File: config.mk
export PLATFORM = sky130hd
export DESIGN_NAME = spi_regport
export DESIGN_NICKNAME = d
export VERILOG_FILES = /design/src/rtl/spi_regport_pkg.sv /design/src/rtl/spi_regport_sync.sv /design/src/rtl/spi_regport_shift.sv /design/src/rtl/spi_regport_ctrl.sv /design/src/rtl/spi_regport.sv
export SDC_FILE = /design/constraint.sdc
export NUM_CORES = 1
export LEC_CHECK = 0
export ABC_AREA = 1
export CAP_MARGIN = 20
export CORE_MARGIN = 8
export CORE_UTILIZATION = 55
export DETAILED_ROUTE_END_ITERATION = 12
export DONT_BUFFER_PORTS = 1
export PLACE_DENSITY_LB_ADDON = 0.1
export SYNTH_ARGS = -nofsm -noshare
export SYNTH_HDL_FRONTEND = slang
export SYNTH_HIERARCHICAL = 1
export SYNTH_SLANG_ARGS = --single-unit
File: constraint.sdc
create_clock -name clk_i -period 2.05 [get_ports clk_i]
set_clock_uncertainty 0.15 [all_clocks]
set_input_delay 0.205 -clock clk_i [delete_from_list [all_inputs] [get_ports clk_i]]
set_output_delay 0.205 -clock clk_i [all_outputs]
set_load 0.05 [all_outputs]
File: src/rtl/spi_regport_pkg.sv
package spi_regport_pkg;
  localparam int unsigned BYTE_W   = 8;
  localparam int unsigned ADDR_W   = 5;
  localparam int unsigned CNT_W    = $clog2(BYTE_W);
  localparam int unsigned CMD_WR_B = 1;
  localparam int unsigned NUM_ADDR = 1 << ADDR_W;

  typedef enum logic {
    PH_CMD  = 1'b0,
    PH_DATA = 1'b1
  } phase_e;
endpackage

File: src/rtl/spi_regport_sync.sv
module spi_regport_sync #(
  parameter int unsigned          WIDTH   = 1,
  parameter int unsigned          STAGES  = 2,
  parameter logic [WIDTH-1:0]     RST_VAL = '0
) (
  input  logic             clk_i,
  input  logic             rst_ni,
  input  logic [WIDTH-1:0] d_i,
  output logic [WIDTH-1:0] q_o
);
  logic [STAGES-1:0][WIDTH-1:0] stage_q;

  always_ff @(posedge clk_i or negedge rst_ni) begin
    if (!rst_ni) stage_q <= {STAGES{RST_VAL}};
    else         stage_q <= {stage_q[STAGES-2:0], d_i};
  end

  assign q_o = stage_q[STAGES-1];
endmodule

File: src/rtl/spi_regport_shift.sv
module spi_regport_shift
  import spi_regport_pkg::*;
(
  input  logic              clk_i,
  input  logic              rst_ni,
  input  logic              cs_act_i,
  input  logic              sclk_i,
  input  logic              mosi_i,
  input  logic              tx_en_i,
  input  logic [BYTE_W-1:0] tx_data_i,
  output logic              byte_done_o,
  output logic [BYTE_W-1:0] byte_o,
  output logic              miso_o
);
  logic              sclk_q;
  logic [CNT_W-1:0]  bit_cnt_q;
  logic [BYTE_W-2:0] rx_q;
  logic [BYTE_W-1:0] tx_q;
  logic              miso_q;
  logic              rise, fall;

  assign rise = cs_act_i &  sclk_i & ~sclk_q;
  assign fall = cs_act_i & ~sclk_i &  sclk_q;

  always_ff @(posedge clk_i or negedge rst_ni) begin
    if (!rst_ni) begin
      sclk_q    <= 1'b0;
      bit_cnt_q <= '0;
      rx_q      <= '0;
      tx_q      <= '0;
      miso_q    <= 1'b0;
    end else begin
      sclk_q <= sclk_i;
      if (!cs_act_i) begin
        bit_cnt_q <= '0;
        rx_q      <= '0;
        tx_q      <= '0;
        miso_q    <= 1'b0;
      end else begin
        if (rise) begin
          bit_cnt_q <= bit_cnt_q + 1'b1;
          rx_q      <= {rx_q[BYTE_W-3:0], mosi_i};
        end
        if (fall) begin
          if (!tx_en_i) begin
            miso_q <= 1'b0;
          end else if (bit_cnt_q == '0) begin
            // byte boundary: fetch fresh read data
            miso_q <= tx_data_i[BYTE_W-1];
            tx_q   <= {tx_data_i[BYTE_W-2:0], 1'b0};
          end else begin
            miso_q <= tx_q[BYTE_W-1];
            tx_q   <= {tx_q[BYTE_W-2:0], 1'b0};
          end
        end
      end
    end
  end

  assign byte_done_o = rise && (bit_cnt_q == CNT_W'(BYTE_W - 1));
  assign byte_o      = {rx_q, mosi_i};
  assign miso_o      = miso_q;
endmodule

File: src/rtl/spi_regport_ctrl.sv
module spi_regport_ctrl
  import spi_regport_pkg::*;
#(
  parameter logic [NUM_ADDR-1:0] FIFO_MAP = 32'h0000_000F
) (
  input  logic              clk_i,
  input  logic              rst_ni,
  input  logic              cs_act_i,
  input  logic              byte_done_i,
  input  logic [BYTE_W-1:0] byte_i,
  output logic [ADDR_W-1:0] addr_o,
  output logic [BYTE_W-1:0] wdata_o,
  output logic              reg_we_o,
  output logic              push_o,
  output logic              pop_o,
  output logic              tx_en_o
);
  phase_e            phase_q;
  logic [ADDR_W-1:0] addr_q;
  logic [BYTE_W-1:0] wdata_q;
  logic              wr_q, wrote_q;
  logic              we_q, push_q, pop_q;
  logic              fifo_hit;

  assign fifo_hit = FIFO_MAP[addr_q];

  always_ff @(posedge clk_i or negedge rst_ni) begin
    if (!rst_ni) begin
      phase_q <= PH_CMD;
      addr_q  <= '0;
      wdata_q <= '0;
      wr_q    <= 1'b0;
      wrote_q <= 1'b0;
      we_q    <= 1'b0;
      push_q  <= 1'b0;
      pop_q   <= 1'b0;
    end else begin
      we_q   <= 1'b0;
      push_q <= 1'b0;
      pop_q  <= 1'b0;
      if (!cs_act_i) begin
        phase_q <= PH_CMD;
      end else if (byte_done_i) begin
        if (phase_q == PH_CMD) begin
          addr_q  <= byte_i[BYTE_W-1 -: ADDR_W];
          wr_q    <= byte_i[CMD_WR_B];
          wrote_q <= 1'b0;
          phase_q <= PH_DATA;
        end else if (wr_q) begin
          if (fifo_hit) begin
            push_q  <= 1'b1;
            wdata_q <= byte_i;
          end else if (!wrote_q) begin
            // plain register takes only the first byte
            we_q    <= 1'b1;
            wdata_q <= byte_i;
            wrote_q <= 1'b1;
          end
        end else if (fifo_hit) begin
          pop_q <= 1'b1;
        end
      end
    end
  end

  assign addr_o   = addr_q;
  assign wdata_o  = wdata_q;
  assign reg_we_o = we_q;
  assign push_o   = push_q;
  assign pop_o    = pop_q;
  assign tx_en_o  = (phase_q == PH_DATA) && !wr_q;
endmodule

File: src/rtl/spi_regport.sv
module spi_regport
  import spi_regport_pkg::*;
#(
  parameter int unsigned         SYNC_STAGES = 2,
  parameter logic [NUM_ADDR-1:0] FIFO_MAP    = 32'h0000_000F
) (
  input  logic              clk_i,
  input  logic              rst_ni,
  input  logic              sclk_i,
  input  logic              csn_i,
  input  logic              mosi_i,
  output logic              miso_o,
  output logic [ADDR_W-1:0] reg_addr_o,
  output logic [BYTE_W-1:0] reg_wdata_o,
  output logic              reg_we_o,
  input  logic [BYTE_W-1:0] reg_rdata_i,
  output logic              fifo_push_o,
  output logic              fifo_pop_o
);
  logic [2:0]        pins_s;
  logic              cs_act, sclk_s, mosi_s;
  logic              byte_done, tx_en;
  logic [BYTE_W-1:0] rx_byte;

  spi_regport_sync #(
    .WIDTH  (3),
    .STAGES (SYNC_STAGES),
    .RST_VAL(3'b100)
  ) u_sync (
    .clk_i (clk_i),
    .rst_ni(rst_ni),
    .d_i   ({csn_i, sclk_i, mosi_i}),
    .q_o   (pins_s)
  );

  assign cs_act = ~pins_s[2];
  assign sclk_s = pins_s[1];
  assign mosi_s = pins_s[0];

  spi_regport_shift u_shift (
    .clk_i      (clk_i),
    .rst_ni     (rst_ni),
    .cs_act_i   (cs_act),
    .sclk_i     (sclk_s),
    .mosi_i     (mosi_s),
    .tx_en_i    (tx_en),
    .tx_data_i  (reg_rdata_i),
    .byte_done_o(byte_done),
    .byte_o     (rx_byte),
    .miso_o     (miso_o)
  );

  spi_regport_ctrl #(
    .FIFO_MAP(FIFO_MAP)
  ) u_ctrl (
    .clk_i      (clk_i),
    .rst_ni     (rst_ni),
    .cs_act_i   (cs_act),
    .byte_done_i(byte_done),
    .byte_i     (rx_byte),
    .addr_o     (reg_addr_o),
    .wdata_o    (reg_wdata_o),
    .reg_we_o   (reg_we_o),
    .push_o     (fifo_push_o),
    .pop_o      (fifo_pop_o),
    .tx_en_o    (tx_en)
  );
endmodule

Word level (Yosys, flattened, before mapping)
Memory sizes are Yosys's and may differ from the RTL's.
Cells that the tools add are included.

storage, ports and cells
  register bits = 45
  bits in read-only memories = 32
  bits of input ports = 13
  output and inout port bits = 17
  logic and storage cells = 77
  memories = 1

memory list
  memory            depth  width  read ports  clocked after Yosys merged registers in  write ports  RTL line                RTL
  (name not given)  32     1      1           0                                        0            spi_regport_ctrl.sv:25  assign fifo_hit = FIFO_MAP[addr_q];

cells by class
  add/subtract/negate cells = 1
  $lt $le $gt $ge = 1
  eq/ne operators = 4
  multiplexer cells = 35
  bitwise gates (word level) = 8
  reductions and logical operators = 12

operators by type and width
  cell                   number
  $mux W8                6
  $mux W1                25
  $mux W7                2
  $reduce_bool A2 Y1     4
  $lt A5 B6 Y1 const B   1
  $mux W3                2
  $ne A2 B2 Y1 const B   3
  $reduce_and A5 Y1      1
  $and A1 B1 Y1          4
  $not A1 Y1             4
  $reduce_and A4 Y1      1
  $add A3 B1 Y3 const B  1
  $eq A3 B3 Y1 const B   1
  $logic_not A3 Y1       1
  $reduce_and A3 Y1      1
  $logic_and A1 B1 Y1    2
  $reduce_and A2 Y1      1
  $logic_not A1 Y1       1

Depth between registers and ports, before layout
Gate-level depths: netlist (run 1).

  depth in word-level cells = 7
  depth in mapped cells = 10

Cells and area by module
The synthesis (run 1) kept the hierarchy.

by module, submodules not included
  module             instances  cells an instance  area each (um^2)  seq. area each (um^2)
  spi_regport_shift  1          126                1096.1            475.5
  spi_regport_ctrl   1          85                 792.0             475.5
  spi_regport_sync   1          9                  175.2             152.6
  spi_regport        1          1                  3.8               0.0

Worst setup path before layout (run 1)
Ideal clock, no wire load.

  path type = reg-to-reg
  from = reg u_sync.stage_q (netlist bit u_sync/q_o[2])
  to = reg u_ctrl.wdata_q[0], in the netlist u_ctrl/wdata_o[0]
  setup time = 119 ps
  arrival = 1537 ps
  path slack = 244 ps
  stages on the path, launching flop included = 11
  path buffers = 2
  clock period less this slack = 1806 ps
  path through = dfstp_2 > buf_4 > inv_1 > nand3_2 > buf_6 > nor2_2 > nand2_4 > nor2_8 > nand2_4 > nand2_1 > nand2_1

between the ends
  longest elaborated chain between the ends = 5

ends and longest elaborated chain
  what                                RTL line                 RTL
  from (decl)                         spi_regport_sync.sv:11   logic [STAGES-1:0][WIDTH-1:0] stage_q;
  from (signal assigned)              spi_regport_sync.sv:14   if (!rst_ni) stage_q <= {STAGES{RST_VAL}};
  from (signal assigned)              spi_regport_sync.sv:15   else stage_q <= {stage_q[STAGES-2:0], d_i};
  $not A1 Y1 (no source line)         --
  named net cs_act                    spi_regport.sv:21        logic cs_act, sclk_s, mosi_s;
  $and A1 B1 Y1 (2 in a row)          spi_regport_shift.sv:22  assign rise = cs_act_i & sclk_i & ~sclk_q;
  $logic_and A1 B1 Y1                 spi_regport_shift.sv:60  assign byte_done_o = rise && (bit_cnt_q == CNT_W'(BYTE_W - 1));
  named net byte_done                 spi_regport.sv:22        logic byte_done, tx_en;
  $reduce_and A5 Y1 (no source line)  --
  to (signal assigned)                spi_regport_ctrl.sv:52   wdata_q <= byte_i;
  to (signal assigned)                spi_regport_ctrl.sv:56   wdata_q <= byte_i;
  to (decl)                           spi_regport_ctrl.sv:20   logic [BYTE_W-1:0] wdata_q;

The timed path passes the listed nets, and every way through them passes these cells.
A chain may end at the register's enable or synchronous reset.

Worst setup path after layout (run 1)
  from = reg u_shift.bit_cnt_q[0]
  to = reg u_ctrl.wdata_q[1], in the netlist u_ctrl/wdata_o[1]

between the ends
  longest elaborated chain between the ends = 3

ends and longest elaborated chain
  what                                RTL line                 RTL
  from (decl)                         spi_regport_shift.sv:16  logic [CNT_W-1:0] bit_cnt_q;
  from (signal assigned)              spi_regport_shift.sv:41  bit_cnt_q <= bit_cnt_q + 1'b1;
  $eq A3 B3 Y1                        spi_regport_shift.sv:60
  $logic_and A1 B1 Y1                 spi_regport_shift.sv:60
  named net byte_done                 spi_regport.sv:22
  $reduce_and A5 Y1 (no source line)  --

The timed path passes the listed nets, and every way through them passes these cells.

==> results of run 1 <==
==> worst max-delay path, stage by stage, from the launching register on <==
cell     delay [ps]
dfrtp_1         420
ha_1            170
ha_1            130
inv_1            40
nor2_2          130
nand2_4         110
nor2_8          210
nand2_4         110
nand2_1          70
nand2_1          70
==> kinds of logic after synthesis <==
kind of cell,after synthesis
compound gates,11
fa+ha+maj,3
buf+inv,46
flops,44
simple gates,117
==> layout by cell type, fill, tap and decap left out, drive strengths merged, types with 3 or more instances in the layout <==
cell type / n
nand2: 62
inv: 37
nand3: 44
o21ai: 11
clkbuf: 5
buf: 7
ha: 3
dfrtp: 42
dlygate4sd3: 11
nor2: 8
==> routing by layer <==
metal | vias up | track usage [%] | wire length [µm]
met3 | 6 | 4.31 | 247
met1 | 661 | 16.5 | 1620
met2 | 40 | 21.7 | 1770
met5 | - | 0 | 0
met4 | 0 | 4.34 | 44
li1 | 713 | - | -
==> sequential cells by signal, indices dropped and copies added (netlist names) <==
| signal | count |
|---|---|
| u_shift/miso_o | 1 |
| u_shift/sclk_q | 1 |
| u_ctrl/phase_q | 1 |
| u_shift/bit_cnt_q | 3 |
| u_sync/stage_q | 3 |
| u_ctrl/reg_we_o | 1 |
| u_ctrl/pop_o | 1 |
| u_ctrl/wrote_q | 1 |
| u_ctrl/wdata_o | 8 |
| u_shift/rx_q | 7 |
| u_shift/tx_q | 7 |
| u_ctrl/wr_q | 1 |
| u_ctrl/addr_o | 5 |
| u_ctrl/push_o | 1 |
| u_sync/q_o | 3 |
==> cell type report <==
type | instances | area [µm²] | area share (%)
flip-flops and latches | 44 | 1100 | 47.1
multi-input cells | 131 | 751 | 32.0
repair buffers | 18 | 175 | 7.47
inverters | 37 | 139 | 5.93
clock buffers | 5 | 68.8 | 2.94
well taps | 48 | 60.1 | 2.56
clock inverters | 3 | 46.3 | 1.98
==> how the worst max path moves through the flow <==
stage / start / to / slack (ps) / cells after the start
2_1_floorplan: u_sync/q_o[2] / u_ctrl/wdata_o[0] / 240 / 10
3_3_place_gp: u_shift/bit_cnt_q[0] / u_ctrl/wdata_o[6] / 370 / 9
3_5_place_dp: u_shift/bit_cnt_q[0] / u_ctrl/wdata_o[1] / 320 / 9
4_1_cts: u_shift/bit_cnt_q[0] / u_ctrl/wdata_o[1] / 320 / 9
5_1_grt: u_shift/bit_cnt_q[0] / u_ctrl/wdata_o[5] / 210 / 9
6_report: u_shift/bit_cnt_q[0] / u_ctrl/wdata_o[1] / 330 / 9
==> power groups by stage <==
stage	Sequential (mW)	Clock (mW)	Combinational, mW
5_1_grt	0.893	0.726	0.121
6_report	0.891	0.664	0.107
3_5_place_dp	0.909	0	0.0705
4_1_cts	0.892	0.685	0.109
2_1_floorplan	0.905	0	0.0683
3_3_place_gp	0.908	0	0.0686
==> per-stage QoR <==
stage | power, mW | cells
after floorplan | 0.974 | 221
after global placement | 0.977 | 266
after detailed placement | 0.980 | 266
after CTS | 1.69 | 286
after global routing | 1.74 | 286
final | 1.66 | 286
==> impl_metrics.ini, run 1 <==
[drt]
via_per_inst = 4.97
wl_um = 3670
vias = 1420
firstDrtPassIters = 4
wl_per_cell_um = 12.8
ant_nets = 0
route.detailed.drc = 0
initialDrtViolationCount = 56

[floorplanning]
initial_core_util_pct = 56.9
die-area_mm2 = 0.00598
core_mm2 = 0.00363
dieHeight_um = 77.3
io_pins = 30
die_width_um = 77.3
rows = 22

[timing]
rsz0062_at_grt = no
slew_headroom_pct = 66.6
fin_crit_sh_pct = 83.8
period_minus_slack_ps = 1720
tightest_slew_ps = 501
hold_viol = 0
setup_slack_ps = 332
hold_slack_ps = 9.04
fmax_mhz = 582
setup_viol = 0
drv_slew = 0
tns_ps = 0

[worst_setup_path]
ff2ff_setup_slack_ps = 330
cp_data_required_time_ps = 2090
r2r_end = u_ctrl/wdata_o[1]
worstPathArrival_ps = 1750
critPathLaunchType = flip-flop
worstSetupEndpointType = flip-flop
rr_worst_depth = 9
path_max_fanout = 10
critPathKind = reg -> reg
crit-reg2reg-launch = u_shift/bit_cnt_q[0]

[clock_network]
cts-htree-levels = 2
cts_tree = built
max-clock-path-buffers = 2
worstSkewPairLatency_ps = 290
postCtsHoldBufs = 12
cts-buffers-inserted = 5
cts_root_buffer = clkbuf_8
cts_repair_resize_count = 0
clk_pin_slew_ps = 90
cts_setup_buffers = 0
cts_sinks = 44

[min_path]
worstHoldPathCells = 4
worstHoldStart = reg_rdata_i[6]
min_to = u_shift/tx_q[7]
min_path_type = in -> reg

[global_route]
grt_max_degree = 45
grt_use_total_pct = 13.4
gr-total-overflow = 0
grt_pass1_wl_um = 6580
grt_pass1_vias = 1371
antenna_found_initial = 0

[flow_run]
max-cap-violations = 0

[synthesis]
synth_seq_area_share_pct = 53.4
synth_edf_count = 0
synth_area_mm2 = 0.00207
synth_area_leader_cell = dfrtp_1
synth.most_common_cell = nand2_1
syn-num-nets = 237
synth_cells = 221
synth_seq_cells = 44
ys_top_cells_by_area = dfrtp_1, nand2_1, nand3_1
synth_mux_area_share_pct = 0
synth_async_sr_flop_share_pct = 100
synth-compound-area-share_pct = 4.48
synth_top_area_share_pct = 50.8
synth_top_family_by_area = simple AND/OR/NAND/NOR gates
synth_xor_xnor_area_share_pct = 0
ys.flop_type = dfrtp_1
synth_fa_ha_area_share_pct = 1.82
synth.avg_cell_area_um2 = 9.35
yosysUniqueCellTypes = 22
synthSimpleGateAreaFrac_pct = 30.0
synth_commonest_cells = nand2_1, dfrtp_1, inv_1
ys_warn_count = 6

[pwr]
ir_drop_v = 0.000394
switching_share_pct = 22.4
seqPwrFrac_pct = 53.6
pwr-share-clk_pct = 40.0
power_density_mw_per_mm2 = 709
netSwitchingPower_uw = 373
p_int_mw = 1.29
p_leak_nw = 1.22
p_comb_share_pct = 6.4

[cells_and_area]
antenna_cells = 0
num-fill-cells = 327
final_util_pct = 64.5
nets = 253
final_area_mm2 = 0.00234
drive_gt1_share_pct = 21.4
syn2layout_area_growth_pct = 13.4

[placed_design]
dp_hpwl_um = 2740
io_buffer_count = 0
post-place-ws_ps = 324
gp_congestion = 0.744
placedInstanceArea_mm2 = 0.00210

[outcome]
status = complete, no violations
Note: power is estimated with default switching activity, not from simulation.
==> run 2: changes to the inputs <==
--- a/config.mk
+++ b/config.mk
@@ -5,7 +5,7 @@
 export SDC_FILE = /design/constraint.sdc
 export NUM_CORES = 1
 export LEC_CHECK = 0
-export ABC_AREA = 1
+export ABC_AREA = 0
 export CAP_MARGIN = 20
 export CORE_MARGIN = 8
 export CORE_UTILIZATION = 55
==> constraint.sdc (replaced) <==
create_clock -name clk_i -period 1.6 [get_ports clk_i]
set_clock_uncertainty 0.15 [all_clocks]
set_input_delay 0.16 -clock clk_i [delete_from_list [all_inputs] [get_ports clk_i]]
set_output_delay 0.16 -clock clk_i [all_outputs]
set_load 0.05 [all_outputs]
==> run 2 against run 1 <==
Against the previous run:
- the run now ends with negative setup slack left
- clock power down 16%
- die area down 7.5%
- combinational power up 57%
- clock-buffer cell count up 3
- largest cell class unchanged
- highest routed layer unchanged
==> impl_metrics.ini, run 2 <==
[outcome]
status = finished with violations
failed_checks = negative setup slack

[clock_network]
cts_tree = built
cts_root_buffer = clkbuf_4
cts-htree-levels = 2
max-clock-path-buffers = 2
cts-buffers-inserted = 5
cts_sinks = 44
worstSkewPairLatency_ps = 360
clk_pin_slew_ps = 130

[cells_and_area]
nets = 214
antenna_cells = 0
final_cell_mix = dfrtp_1, nand2_1, buf_4, dlygate4sd3_1, nand3_1
ff_latch_area_mm2 = 0.00110
drive_gt1_share_pct = 34.7
final_area_mm2 = 0.00242
syn2layout_area_growth_pct = 29.5
multi_input_area_um2 = 778
largest_register_ffs = 8
layout_commonest_cell = dfrtp_1
num-fill-cells = 233

[synthesis]
ys.flop_type = dfrtp_1
synth.most_common_cell = dfrtp_1
synth_cells = 156
synth_seq_area_share_pct = 58.9
ys_top_cells_by_area = dfrtp_1, mux2_4, nand2_1
synth_area_mm2 = 0.00187
synth_top_area_share_pct = 56.1
synth_area_leader_cell = dfrtp_1
synth.avg_cell_area_um2 = 12.0
syn-num-nets = 172
synth_seq_cells = 44
yosysUniqueCellTypes = 34
synth_edf_count = 0
synth_async_sr_flop_share_pct = 100
synth_commonest_cells = dfrtp_1, nand2_1, nand3_1
ys_warn_count = 6

[pwr]
ir_drop_v = 0.000506
power_density_mw_per_mm2 = 770
p_leak_nw = 1.23

[floorplanning]
die_width_um = 74.4
initial_core_util_pct = 56.6
rows = 21
io_pins = 30
dieHeight_um = 74.4
die-area_mm2 = 0.00553
core_mm2 = 0.00331

[drt]
route.detailed.drc = 0
wl_per_cell_um = 15.9
firstDrtPassIters = 4
ant_nets = 0
initialDrtViolationCount = 77
vias = 1282
wl_um = 3890
via_per_inst = 5.23

[timing]
drv_slew = 0
tightest_slew_ps = 490
period_minus_slack_ps = 1860
slew_headroom_pct = 67.3
setup_slack_ps = -264
fmax_mhz = 536
rsz0062_at_grt = yes
fin_crit_sh_pct = 117
hold_viol = 0
setup_viol = 15

[global_route]
gr-total-overflow = 0
antenna_found_initial = 0
grt_pass1_vias = 1347
grt_pass1_wl_um = 6150
grt_max_degree = 45
grt_use_total_pct = 14.8

[placed_design]
dp_hpwl_um = 2470
gp_congestion = 0.702
io_buffer_count = 0
post-place-ws_ps = -262
placedInstanceArea_mm2 = 0.00207

[worst_setup_path]
worstSetupEndpointType = flip-flop
critPathLaunchType = flip-flop
worstPathArrival_ps = 1970
critPathKind = reg -> reg
cp_data_required_time_ps = 1700
path_max_fanout = 8

[flow_run]
max-cap-violations = 0

[min_path]
min_path_type = in -> async
## run 2: changes by cell type after synthesis, moves of 4 or more
| cell | change |
|---|---|
| mux2_1 | +6 |
| a31oi_1 | +6 |
| nand2_2 | -4 |
| mux2_4 | +8 |
| nand2_1 | -23 |
| nand3_2 | -11 |
| nand3_1 | -22 |
| inv_1 | -31 |
| o21ai_2 | -7 |
## run 2: worst paths after layout
path | slack (ps) | from | cells past startpoint | end
setup / recovery | -260 | u_shift/bit_cnt_q[0] | 7 | u_ctrl/wdata_o[2]
hold / removal | 100 | rst_ni | 2 | u_ctrl/wdata_o[6]
setup reg to reg | -260 | u_shift/bit_cnt_q[0] | 7 | u_ctrl/wdata_o[2]
hold reg to reg | 210 | u_sync/stage_q[2] | 0 | u_sync/q_o[2]
max in group asynchronous | 930 | rst_ni | 2 | u_sync/stage_q[2]
min in group clk_i | 190 | csn_i | 1 | u_sync/stage_q[2]
## run 2: kinds of logic (layout without fill, tap and decap cells)
group	count (synthesis)	in the layout	synth area share, %
fa+ha+maj	3	3	2.00
compound gates	17	17	6.15
mux	15	15	10.6
buf+inv	14	56	5.61
xor+xnor	1	1	0.468
simple gates	62	63	16.3
flops	44	44	58.9
## run 2: cell type report
| type | count | area share [%] |
|---|---|---|
| clock buffer | 8 | 2.43 |
| inverter | 3 | 0.568 |
| sequential | 44 | 45.5 |
| tap | 46 | 2.37 |
| multi-input combinational | 99 | 32.1 |
| timing repair buffer | 45 | 17.0 |
## run 2: routing by layer
metal	vias to the layer above	wire (µm)	part of all wire (%)	track usage (%)
met5	-	0	0	0
met4	0	114	2.9	7.83
met3	11	202	5.2	3.91
met2	40	1940	50	25.1
met1	620	1630	42	16.5
li1	611	-	-	-
## run 2: timing repair
| item | CTS | global route |
|---|---|---|
| resized for setup | 4 | 20 |
| hold buffers | 13 | 0 |
| endpoints found under the setup margin | 21 | 34 |
| gates cloned | 0 | 1 |
| buffers inserted | 6 | 4 |
| pin swaps | 2 | 5 |
| endpoints found under the hold margin | 55 | 0 |
## run 2: through the flow
step / total power [mW] / hold slack (ps) / utilization [%] / setup TNS (ps) / instances
after floorplan: 1.22 / -286 / - / -4390 / 156
after global placement: 1.24 / -284 / 62.5 / -2590 / 218
after detailed placement: 1.24 / -284 / 62.5 / -3420 / 218
after CTS: 1.85 / 101 / 70.4 / -3050 / 245
after global routing: 1.93 / 112 / 73.2 / -4470 / 245
final: 1.87 / 103 / 73.2 / -3330 / 245
## run 2: power by group
part | leakage (nW) | internal (mW) | switching [mW]
registers | 0.595 | 1.13 | 0.0111
clock network | 0.0326 | 0.217 | 0.343
logic | 0.606 | 0.0828 | 0.0855
## run 2: critical path, stage by stage, from the launching register on
cell and delay [ps]:
dfrtp_1 450, ha_4 190, ha_4 140, and2_4 150, nand4_1 80, a21o_1 150
buf_12 150, mux2_4 300
==> run 3: changes to the inputs <==
==> constraint.sdc (replaced) <==
create_clock -name clk_i -period 2.3 [get_ports clk_i]
set_clock_uncertainty 0.15 [all_clocks]
set_input_delay 0.23 -clock clk_i [delete_from_list [all_inputs] [get_ports clk_i]]
set_output_delay 0.23 -clock clk_i [all_outputs]
set_load 0.05 [all_outputs]
==> run 3 against run 2 <==
Against the previous run:
- the flow now finishes without violations
- die area unchanged
- clock-buffer cell count shrank 2
- sequential power shrank 31%
- critical path type unchanged
- largest power group unchanged
==> impl_metrics.ini, run 3 (synthesized netlist as in run 2, its figures left out) <==
[outcome]
status = complete, no violations

[drt]
initialDrtViolationCount = 50
ant_nets = 0
route.detailed.drc = 0
wl_per_cell_um = 15.0
firstDrtPassIters = 4
vias = 1146
via_per_inst = 5.31
wl_um = 3240

[worst_setup_path]
rr_worst_depth = 6
crit_path_cell_trace = ha_1 -> ha_1 -> and2_1 -> nand4_1 -> a21o_1 -> mux2_4
crit_top_cell = ha_1
worst_path_largest_cell_delay_ps = 420
path_max_fanout = 8
critPathKind = reg -> reg
setup.worst_path.start = u_shift/bit_cnt_q[1]
cp_data_required_time_ps = 2390
critPathLaunchType = flip-flop
crit-reg2reg-launch = u_shift/bit_cnt_q[1]
worstSetupEndpointType = flip-flop
worstPathArrival_ps = 2160
cpMaxStageDelayCell = dfrtp_1

[placed_design]
dp_hpwl_um = 2250
io_buffer_count = 0
gp_congestion = 0.749

[timing]
setup_viol = 0
tightest_slew_ps = 573
tns_ps = 0
hold_viol = 0
fin_crit_sh_pct = 89.9
fmax_mhz = 484
rsz0062_at_grt = no
slew_headroom_pct = 61.7
period_minus_slack_ps = 2070
drv_slew = 0

[clock_network]
worstSkewPairLatency_ps = 340
cts_tree = built
cts_repair_resize_count = 0
clk_pin_slew_ps = 110
cts_root_buffer = clkbuf_4
cts-buffers-inserted = 5
cts_sinks = 44
cts-htree-levels = 2
max-clock-path-buffers = 2

[cells_and_area]
final_util_pct = 62.2
drive_gt1_share_pct = 15.9
ff_latch_area_mm2 = 0.00110
nets = 186
antenna_cells = 0
largest_register_ffs = 8
layout_commonest_cell = dfrtp_1
final_cell_mix = dfrtp_1, nand2_1, dlygate4sd3_1, nand3_1, mux2_4
num-fill-cells = 282
syn2layout_area_growth_pct = 10.0
multi_input_area_um2 = 664

[pwr]
power_density_mw_per_mm2 = 583
ir_drop_v = 0.000335
p_leak_nw = 1.06
p_total_mw = 1.20

[flow_run]
max-cap-violations = 0

[global_route]
antenna_found_initial = 0
grt_max_degree = 45
grt_use_total_pct = 13.4
grt_pass1_wl_um = 5510
grt_pass1_vias = 1129
gr-total-overflow = 0

[floorplanning]
die_width_um = 74.4
die-area_mm2 = 0.00553
rows = 21
initial_core_util_pct = 56.6
io_pins = 30
dieHeight_um = 74.4
core_mm2 = 0.00331

[min_path]
min_path_type = in -> async
[run 3: final timing paths]
kind	to	slack (ps)
max	u_ctrl/wdata_o[1]	230
min	u_shift/rx_q[3]	180
max reg2reg	u_ctrl/wdata_o[1]	230
min reg2reg	u_sync/q_o[1]	210
max in group asynchronous	u_sync/stage_q[2]	1540
min in group clk_i	u_sync/q_o[1]	210
[run 3: final cells by class]
cell class	instances	share of cell area, %
repair buffers	18	8.62
flip-flops and latches	44	53.6
multi-input cells	98	32.2
clock buffers	6	2.00
well taps	46	2.79
clock inverters	1	0.243
inverters	3	0.546
[run 3: worst max-delay path: cells and delay by family (launching register included)]
family	cells	cell delay [ps]
fa+ha+maj	2	360
mux	1	340
compound gates	1	410
simple gates	2	280
flops	1	420
[run 3: timing repair]
action                                 CTS  global route
hold buffers                            13             0
endpoints found under the hold margin   55             0
buffers inserted                         0             0
[run 3: stage by stage]
| stage | area, µm² | worst slack, ps | cells | hold WS [ps] |
|---|---|---|---|---|
| 3_3_place_gp | 1870 | 279 | 196 | -214 |
| 5_1_grt | 2060 | 131 | 216 | 191 |
| 2_1_floorplan | 1870 | 216 | 156 | -216 |
| 6_report | 2060 | 233 | 216 | 180 |
| 3_5_place_dp | 1870 | 239 | 196 | -214 |
| 4_1_cts | 2060 | 231 | 216 | 165 |
[run 3: where the power goes]
| part | total [mW] | leakage [nW] | switching [mW] | internal (mW) |
|---|---|---|---|---|
| sequential | 0.791 | 0.595 | 0.00659 | 0.785 |
| combinational | 0.0772 | 0.434 | 0.0447 | 0.0325 |
| clock | 0.334 | 0.0281 | 0.221 | 0.113 |
[run 3: metal layers]
metal | share of wire (%) | wire, µm | track usage (%) | up-vias
met5 | 0 | 0 | 0 | -
met4 | 1.8 | 57 | 5.22 | 0
met3 | 6.4 | 206 | 5.26 | 6
met2 | 48 | 1570 | 20.4 | 30
met1 | 43 | 1410 | 16.6 | 561
li1 | - | - | - | 549
